`src/rtl/irq_agg_pkg.sv`:
```
package irq_agg_pkg;

   // Decoded kind of a register port access
   typedef enum logic [1:0] {
      ACC_NONE  = 2'd0,
      ACC_RAISE = 2'd1,
      ACC_LOWER = 2'd2,
      ACC_OTHER = 2'd3
   } acc_kind_e;

   // Per-cycle summary handed from the cause store to the signalling stage
   typedef struct packed {
      logic raise_evt;   // some source or software raised this cycle
      logic lower_evt;   // software issued a clear this cycle
      logic next_nz;     // cause register will be nonzero after the edge
      logic fresh;       // at least one bit goes from 0 to 1
   } notify_evt_t;

   localparam int unsigned DEF_DATA_W = 32;
   localparam int unsigned DEF_ADDR_W = 8;

endpackage

```
`src/rtl/irq_agg_decode.sv`:
```
module irq_agg_decode
   import irq_agg_pkg::*;
#(
   parameter int unsigned ADDR_W    = DEF_ADDR_W,
   parameter int unsigned DATA_W    = DEF_DATA_W,
   parameter int unsigned STAT_OFS  = 'h24,
   parameter int unsigned RAISE_OFS = 'h60,
   parameter int unsigned LOWER_OFS = 'h64
) (
   input  logic              reg_wr,
   input  logic              reg_rd,
   input  logic [ADDR_W-1:0] reg_addr,
   input  logic [DATA_W-1:0] cause_q,
   output logic              sw_raise_en,
   output logic              sw_lower_en,
   output logic [DATA_W-1:0] reg_rdata
);

   localparam logic [ADDR_W-1:0] A_STAT  = ADDR_W'(STAT_OFS);
   localparam logic [ADDR_W-1:0] A_RAISE = ADDR_W'(RAISE_OFS);
   localparam logic [ADDR_W-1:0] A_LOWER = ADDR_W'(LOWER_OFS);

   // Elaboration-time sanity checks on the address map
   if (STAT_OFS >= (1 << ADDR_W) || RAISE_OFS >= (1 << ADDR_W) || LOWER_OFS >= (1 << ADDR_W)) begin : g_bad_range
      $error("irq_agg_decode: an offset does not fit in ADDR_W bits");
   end
   if (RAISE_OFS == LOWER_OFS || RAISE_OFS == STAT_OFS || LOWER_OFS == STAT_OFS) begin : g_bad_alias
      $error("irq_agg_decode: register offsets must be distinct");
   end
   if ((STAT_OFS % 4) != 0 || (RAISE_OFS % 4) != 0 || (LOWER_OFS % 4) != 0) begin : g_bad_align
      $error("irq_agg_decode: offsets must be word aligned");
   end

   acc_kind_e wr_kind;

   always_comb begin
      wr_kind = ACC_NONE;
      if (reg_wr) begin
         if (reg_addr == A_RAISE)      wr_kind = ACC_RAISE;
         else if (reg_addr == A_LOWER) wr_kind = ACC_LOWER;
         else                          wr_kind = ACC_OTHER;
      end
   end

   assign sw_raise_en = (wr_kind == ACC_RAISE);
   assign sw_lower_en = (wr_kind == ACC_LOWER);

   // Read path: only the status address returns data
   assign reg_rdata = (reg_rd && reg_addr == A_STAT) ? cause_q : '0;

endmodule

```
`src/rtl/irq_agg_cause.sv`:
```
module irq_agg_cause
   import irq_agg_pkg::*;
#(
   parameter int unsigned DATA_W  = DEF_DATA_W,
   parameter int unsigned NUM_SRC = 2,
   parameter int unsigned SRC_POS [NUM_SRC] = '{0, 8}
) (
   input  logic               clk,
   input  logic               rst_n,
   input  logic [NUM_SRC-1:0] src_req,
   input  logic               sw_raise_en,
   input  logic               sw_lower_en,
   input  logic [DATA_W-1:0]  wdata,
   output logic [DATA_W-1:0]  cause_q,
   output notify_evt_t        evt
);

   if (DATA_W < 1) begin : g_bad_width
      $error("irq_agg_cause: DATA_W must be at least 1");
   end
   if (NUM_SRC < 1) begin : g_bad_nsrc
      $error("irq_agg_cause: NUM_SRC must be at least 1");
   end

   // OR chain that folds every hardware request onto its cause bit
   logic [DATA_W-1:0] hw_part [NUM_SRC+1];
   assign hw_part[0] = '0;

   for (genvar gi = 0; gi < NUM_SRC; gi++) begin : g_src
      if (SRC_POS[gi] >= DATA_W) begin : g_bad_pos
         $error("irq_agg_cause: source bit position outside the cause register");
      end
      localparam logic [DATA_W-1:0] SRC_MASK = DATA_W'(1) << SRC_POS[gi];
      assign hw_part[gi+1] = hw_part[gi] | (src_req[gi] ? SRC_MASK : '0);

      AST_HW_SETS: assert property (@(posedge clk) disable iff (!rst_n)
         src_req[gi] |=> cause_q[SRC_POS[gi]]);
   end

   logic [DATA_W-1:0] raise_vec;
   logic [DATA_W-1:0] lower_vec;
   logic [DATA_W-1:0] cause_d;

   assign raise_vec = hw_part[NUM_SRC] | (sw_raise_en ? wdata : '0);
   assign lower_vec = sw_lower_en ? wdata : '0;

   // One storage cell per cause bit: clear is applied before set
   for (genvar gb = 0; gb < DATA_W; gb++) begin : g_bit
      assign cause_d[gb] = (cause_q[gb] & ~lower_vec[gb]) | raise_vec[gb];
      always_ff @(posedge clk) begin
         if (!rst_n) cause_q[gb] <= 1'b0;
         else        cause_q[gb] <= cause_d[gb];
      end
   end

   assign evt.raise_evt = sw_raise_en | (|src_req);
   assign evt.lower_evt = sw_lower_en;
   assign evt.next_nz   = |cause_d;
   assign evt.fresh     = |(raise_vec & ~cause_q);

   AST_RAISE_SETS: assert property (@(posedge clk) disable iff (!rst_n)
      sw_raise_en |=> ((cause_q & $past(wdata)) == $past(wdata)));

   AST_LOWER_CLEARS: assert property (@(posedge clk) disable iff (!rst_n)
      sw_lower_en |=> ((cause_q & $past(lower_vec & ~raise_vec)) == '0));

endmodule

```
`src/rtl/irq_agg_notify.sv`:
```
module irq_agg_notify
   import irq_agg_pkg::*;
#(
   parameter bit PULSE_ON_REPEAT = 1'b1
) (
   input  logic        clk,
   input  logic        rst_n,
   input  logic        msg_mode,
   input  notify_evt_t evt,
   output logic        irq_level,
   output logic        msg_pulse
);

   logic pulse_gate;
   logic level_set;
   logic level_clr;

   // Pulse on every raise, or only on raises that set a new bit
   assign pulse_gate = evt.fresh | PULSE_ON_REPEAT;

   assign level_set = evt.raise_evt & evt.next_nz & ~msg_mode;
   assign level_clr = evt.lower_evt & ~evt.next_nz & ~msg_mode;

   always_ff @(posedge clk) begin
      if (!rst_n) begin
         irq_level <= 1'b0;
         msg_pulse <= 1'b0;
      end else begin
         msg_pulse <= evt.raise_evt & evt.next_nz & msg_mode & pulse_gate;
         if (level_set)      irq_level <= 1'b1;
         else if (level_clr) irq_level <= 1'b0;
      end
   end

   AST_PULSE_NEEDS_MODE: assert property (@(posedge clk) disable iff (!rst_n)
      msg_pulse |-> $past(msg_mode));

   AST_PULSE_NEEDS_RAISE: assert property (@(posedge clk) disable iff (!rst_n)
      msg_pulse |-> $past(evt.raise_evt));

   AST_LEVEL_FALL_COND: assert property (@(posedge clk) disable iff (!rst_n)
      $fell(irq_level) |-> ($past(evt.lower_evt) && !$past(msg_mode)));

endmodule

```
`src/rtl/irq_cause_agg.sv`:
```
module irq_cause_agg
   import irq_agg_pkg::*;
#(
   parameter int unsigned DATA_W    = DEF_DATA_W,
   parameter int unsigned ADDR_W    = DEF_ADDR_W,
   parameter int unsigned NUM_SRC   = 2,
   parameter int unsigned SRC_POS [NUM_SRC] = '{0, 8},
   parameter int unsigned STAT_OFS  = 'h24,
   parameter int unsigned RAISE_OFS = 'h60,
   parameter int unsigned LOWER_OFS = 'h64,
   parameter bit          PULSE_ON_REPEAT = 1'b1
) (
   input  logic               clk,
   input  logic               rst_n,
   input  logic               reg_wr,
   input  logic               reg_rd,
   input  logic [ADDR_W-1:0]  reg_addr,
   input  logic [DATA_W-1:0]  reg_wdata,
   output logic [DATA_W-1:0]  reg_rdata,
   input  logic [NUM_SRC-1:0] src_req,
   input  logic               msg_mode,
   output logic               irq_level,
   output logic               msg_pulse
);

   logic              sw_raise_en;
   logic              sw_lower_en;
   logic [DATA_W-1:0] cause_q;
   notify_evt_t       evt;

   irq_agg_decode #(
      .ADDR_W    (ADDR_W),
      .DATA_W    (DATA_W),
      .STAT_OFS  (STAT_OFS),
      .RAISE_OFS (RAISE_OFS),
      .LOWER_OFS (LOWER_OFS)
   ) u_decode (
      .reg_wr      (reg_wr),
      .reg_rd      (reg_rd),
      .reg_addr    (reg_addr),
      .cause_q     (cause_q),
      .sw_raise_en (sw_raise_en),
      .sw_lower_en (sw_lower_en),
      .reg_rdata   (reg_rdata)
   );

   irq_agg_cause #(
      .DATA_W  (DATA_W),
      .NUM_SRC (NUM_SRC),
      .SRC_POS (SRC_POS)
   ) u_cause (
      .clk         (clk),
      .rst_n       (rst_n),
      .src_req     (src_req),
      .sw_raise_en (sw_raise_en),
      .sw_lower_en (sw_lower_en),
      .wdata       (reg_wdata),
      .cause_q     (cause_q),
      .evt         (evt)
   );

   irq_agg_notify #(
      .PULSE_ON_REPEAT (PULSE_ON_REPEAT)
   ) u_notify (
      .clk       (clk),
      .rst_n     (rst_n),
      .msg_mode  (msg_mode),
      .evt       (evt),
      .irq_level (irq_level),
      .msg_pulse (msg_pulse)
   );

   AST_PULSE_NONZERO: assert property (@(posedge clk) disable iff (!rst_n)
      msg_pulse |-> (cause_q != '0));

   AST_LEVEL_RISE_NONZERO: assert property (@(posedge clk) disable iff (!rst_n)
      $rose(irq_level) |-> (cause_q != '0));

   AST_LEVEL_FALL_ZERO: assert property (@(posedge clk) disable iff (!rst_n)
      $fell(irq_level) |-> (cause_q == '0));

   AST_OTHER_WRITE_HOLD: assert property (@(posedge clk) disable iff (!rst_n)
      (reg_wr && !sw_raise_en && !sw_lower_en && src_req == '0) |=> $stable(cause_q));

endmodule

```
`config.mk`:
```
export PLATFORM = sky130hd
export DESIGN_NAME = irq_cause_agg
export DESIGN_NICKNAME = d
export VERILOG_FILES = /design/src/rtl/irq_agg_pkg.sv /design/src/rtl/irq_agg_decode.sv /design/src/rtl/irq_agg_cause.sv /design/src/rtl/irq_agg_notify.sv /design/src/rtl/irq_cause_agg.sv
export SDC_FILE = /design/constraint.sdc
export NUM_CORES = 1
export LEC_CHECK = 0
export CORE_AREA = 2 2 88 81
export CTS_CLUSTER_SIZE = 14
export DETAILED_ROUTE_END_ITERATION = 10
export DIE_AREA = 0 0 90 83
export DONT_BUFFER_PORTS = 1
export SYNTH_ARGS = -nofsm -noshare
export SYNTH_HDL_FRONTEND = slang
export SYNTH_SLANG_ARGS = --single-unit
```
`constraint.sdc`:
```
create_clock -name clk -period 3.3 [get_ports clk]
set_clock_uncertainty 0.15 [all_clocks]
set_input_delay 0.66 -clock clk [delete_from_list [all_inputs] [get_ports clk]]
set_output_delay 0.66 -clock clk [all_outputs]
set_load 0.02 [all_outputs]
```
After elaboration in Yosys (flattened, before gate mapping)
Index checks and enable logic that the tools add are counted.

storage, ports and cells
  register bits after elaboration = 34
  bits of input ports = 47
  logic and storage cells = 159

cells by class
  equality and inequality tests = 5
  mux-type cells = 10
  bitwise logic cells = 106
  reductions and logical operators = 4

operators by type and width
  kind                  count
  $mux W32              3
  $or A32 B32 Y32       2
  $and A1 B1 Y1         37
  $not A1 Y1            34
  $or A1 B1 Y1          33
  $reduce_or A32 Y1     1
  $eq A8 B7 Y1 const B  2
  $mux W9               1
  $eq A8 B6 Y1 const B  1
  $mux W1               4
  $mux W2               2
  $eq A2 B1 Y1 const B  1
  $eq A2 B2 Y1 const B  1
  $reduce_bool A2 Y1    1
  $reduce_or A2 Y1      1
  $logic_and A1 B1 Y1   1

Logic depth before layout (Yosys ltp)
  depth in word-level cells = 15
  mapped depth = 8

Hierarchy
A second synthesis with hierarchy kept.

second synthesis, totals
  cell total of the unflattened synthesis = 351
  area, all modules = 2710.1 µm²

modules (own cells, without submodules)
  module          instances  cells an instance  area an instance (µm²)  seq. area each (µm²)
  irq_agg_cause   1          258                1976.9                  640.6
  irq_agg_decode  1          85                 649.4                   0.0
  irq_agg_notify  1          8                  83.8                    40.0

Least setup slack after synthesis
Ideal clock, no wire load.

  path type = input to output
  start point = input reg_addr[3]
  end point = output reg_rdata[10]
  data arrival time = 1.767 ns
  data required time = 2.490 ns
  path slack = 0.723 ns
  cell stages on the path = 4
  buffers on the path = 1
  cell sequence = nor4b_4 and4b_1 clkbuf_1 and2_1

on the way
  longest elaborated chain between the ends = 3

ends and longest elaborated chain
  element              RTL line              source
  start: declaration   irq_cause_agg.sv:17   input logic [ADDR_W-1:0] reg_addr,
  $eq A8 B6 Y1         irq_agg_decode.sv:49  assign reg_rdata = (reg_rd && reg_addr == A_STAT) ? cause_q : '0;
  $logic_and A1 B1 Y1  irq_agg_decode.sv:49
  $mux W32             irq_agg_decode.sv:49
  end: declaration     irq_cause_agg.sv:19   output logic [DATA_W-1:0] reg_rdata,

No other way between the ends.

Worst setup path in the final report
  start point = input reg_addr[3]
  end point = output reg_rdata[12]

Same word-level chain as after synthesis.

==> impl_metrics.ini <==
[logic_synthesis]
synth.cell_area_um2 = 2180
syn_avg_cell_area_um2 = 7.89
synth-main-ff-cell = dfxtp_1
yosysSeqAreaShare_pct = 31.2
ys_types = 38
synth_edf_count = 0
synth-async-reset-ratio_pct = 0
synth_fp_nets = 323
syn-instance-count = 276
yosys_warnings = 0
synth-seq-cells = 34

[die]
boundaryPins = 81
die_y_um = 83
die_x_um = 90
die_area_um2 = 7470
core_um2 = 6520
start_util_pct = 33.4
std_cell_rows = 28

[global_routing]
track_usage_pct = 16.2
antenna_found_initial = 0
grt_pass1_wl_um = 9780
grt_pass1_vias = 1820
grt-ovfl-total = 0
grt_max_degree = 36

[clocking]
htree_levels = 2
cts_root_buffer = clkbuf_8
clock_sinks = 34
cts_tree = yes
cts_max_path_buffers = 2
post-cts-setup-buffers = 0
cts_inserted_buffers = 5
cts_repair_resize_count = 0
clk_pin_slew_ns = 0.07
hold_buffers = 0
clkLatencyLatePin_ns = 0.29

[drt]
drcViolationCount = 0
wl_um = 6110
via_per_inst = 5.51
drt-initial-drc-count = 88
detail_route.wl_per_cell_um = 16.7
via_count = 2011
ant_nets = 0
first_pass_iters = 4

[finish]
final_area_um2 = 2350
multi_input_area_um2 = 1390
drive_above_1_share_pct = 8.73
final-seq-area_um2 = 681
finalNetCount = 321
antenna_cells = 0
utilization_pct = 36.0
area_delta_synth_final_pct = 7.81
fillerInstances = 716

[setup_path]
crit_type = in2out
start_kind = input pin
cpPeakStageDelay_ns = 0.39
r2r_cells = 6
cp.arrival_ns = 1.81
crit_required_ns = 2.49
critical_path.slowest_cell = nor4b_4
crit_path_end_kind = output port
crit_path_cell_trace = nor4b_4 -> and4b_1 -> buf_4 -> and2_1
path_max_fanout = 17

[sta]
fmax_mhz = 382
tns_ns = 0
slew_viol_final = 0
slew_headroom_pct = 62.1
finalHoldViolCount = 0
final_critical_path_setup_slack_ns = 0.683
setup_viol = 0
min_period_over_period_pct = 79.3
fin_crit_ns = 2.62
worst_pin_slew_ns = 0.569
rsz0062_at_grt = false

[power_and_ir_drop]
p_leak_nw = 0.724
ir_drop_v = 0.000110
power_density_nw_per_um2 = 330
totalPowerFinal_mw = 0.775

[flow_run]
maxCapViolCount = 0

[placement]
io_buffers = 0
dp_hpwl_um = 4520
dpl-instance-area_um2 = 2260
place_ws_ns = 0.670
place.gp.congestion = 0.832

[status]
outcome = complete, no violations

[hold_path]
hold_class = in2reg
hold_depth = 2
sequential cells by signal, indices dropped and copies added, names as in the netlist:
name / count
u_cause.cause_q: 32
u_notify.msg_pulse: 1
u_notify.irq_level: 1
report_power, final:
part | leakage [nW] | switching, mW | internal, mW
Clock | 0.0482 | 0.152 | 0.168
Sequential | 0.275 | 0.00475 | 0.414
Combinational | 0.401 | 0.0135 | 0.0227
cell usage after synthesis, drive strengths merged (3+ instances only):
master	count	share of area, %
nor2	3	0.52
a211oi	5	1.7
nand4	4	1.1
o2111ai	8	3.2
and2	33	9.5
nor3	3	0.69
inv	10	1.7
nor4	11	4.1
clkbuf	6	1.0
a22oi	30	10
o21ai	7	1.6
or2	5	1.4
nand2	34	5.9
a21oi	9	2.1
buf	8	2.2
nand2b	18	5.2
dfxtp	34	31
nor2b	32	9.2
final timing paths:
check / startpoint / to / slack [ns]
min reg2reg: u_cause.cause_q[0] / u_cause.cause_q[0] / 0.38
max reg2reg: u_cause.cause_q[17] / u_notify.irq_level / 1.14
min: msg_mode / u_notify.msg_pulse / 0.34
max: reg_addr[3] / reg_rdata[12] / 0.68
stage by stage:
step | cells | hold slack, ns
after global routing | 365 | 0.346
after global placement | 357 | 0.372
after CTS | 365 | 0.324
after detailed placement | 357 | 0.369
final | 365 | 0.337
after floorplan | 276 | 0.331
logic make-up (layout without fill, tap and decap cells):
logic type / Yosys count / count (layout) / share of synthesized area (%)
simple gates: 151 / 151 / 41.8
compound gates: 67 / 67 / 22.0
flops: 34 / 34 / 31.2
buf+inv: 24 / 23 / 5.00
placed cells by master, fill, tap and decap left out, drive strengths merged:
| cell | n |
|---|---|
| nor2 | 3 |
| buf | 5 |
| nand2b | 18 |
| a211oi | 5 |
| o31ai | 1 |
| o21ai | 7 |
| nor4 | 11 |
| clkbuf | 7 |
| or3b | 1 |
| nand3 | 2 |
| clkinv | 1 |
| a41o | 2 |
| and4b | 1 |
| and3 | 2 |
| nor4b | 1 |
| o211ai | 1 |
| nor2b | 32 |
| dfxtp | 34 |
| nor3 | 3 |
| a21oi | 9 |
| nand2 | 34 |
| o2bb2ai | 1 |
| a21boi | 1 |
| nor3b | 1 |
| o22ai | 1 |
| a22oi | 30 |
| inv | 10 |
| or2 | 5 |
| and2 | 33 |
| o2111ai | 8 |
| nand4 | 4 |
| o41ai | 1 |
layout make-up:
class                           count  area share, %
Clock inverter                      1          0.213
Tap cell                           90           4.79
Clock buffer                        7           3.68
Inverter                           10           1.60
Multi-Input combinational cell    218           59.1
Sequential cell                    34           29.0
Timing Repair Buffer                5           1.60
worst max-delay path, delay by kind of cell:
kind	cells	cell delay, ns
simple gates	3	0.94
buf+inv	1	0.20
per-layer routing:
layer,wire (µm),up-vias,track usage (%)
li1,-,978,-
met1,2860,971,21.5
met2,2740,54,24.5
met3,422,8,5.81
met4,92,0,5.03
met5,0,-,0
No activity file was read; power rests on OpenSTA's default activity.
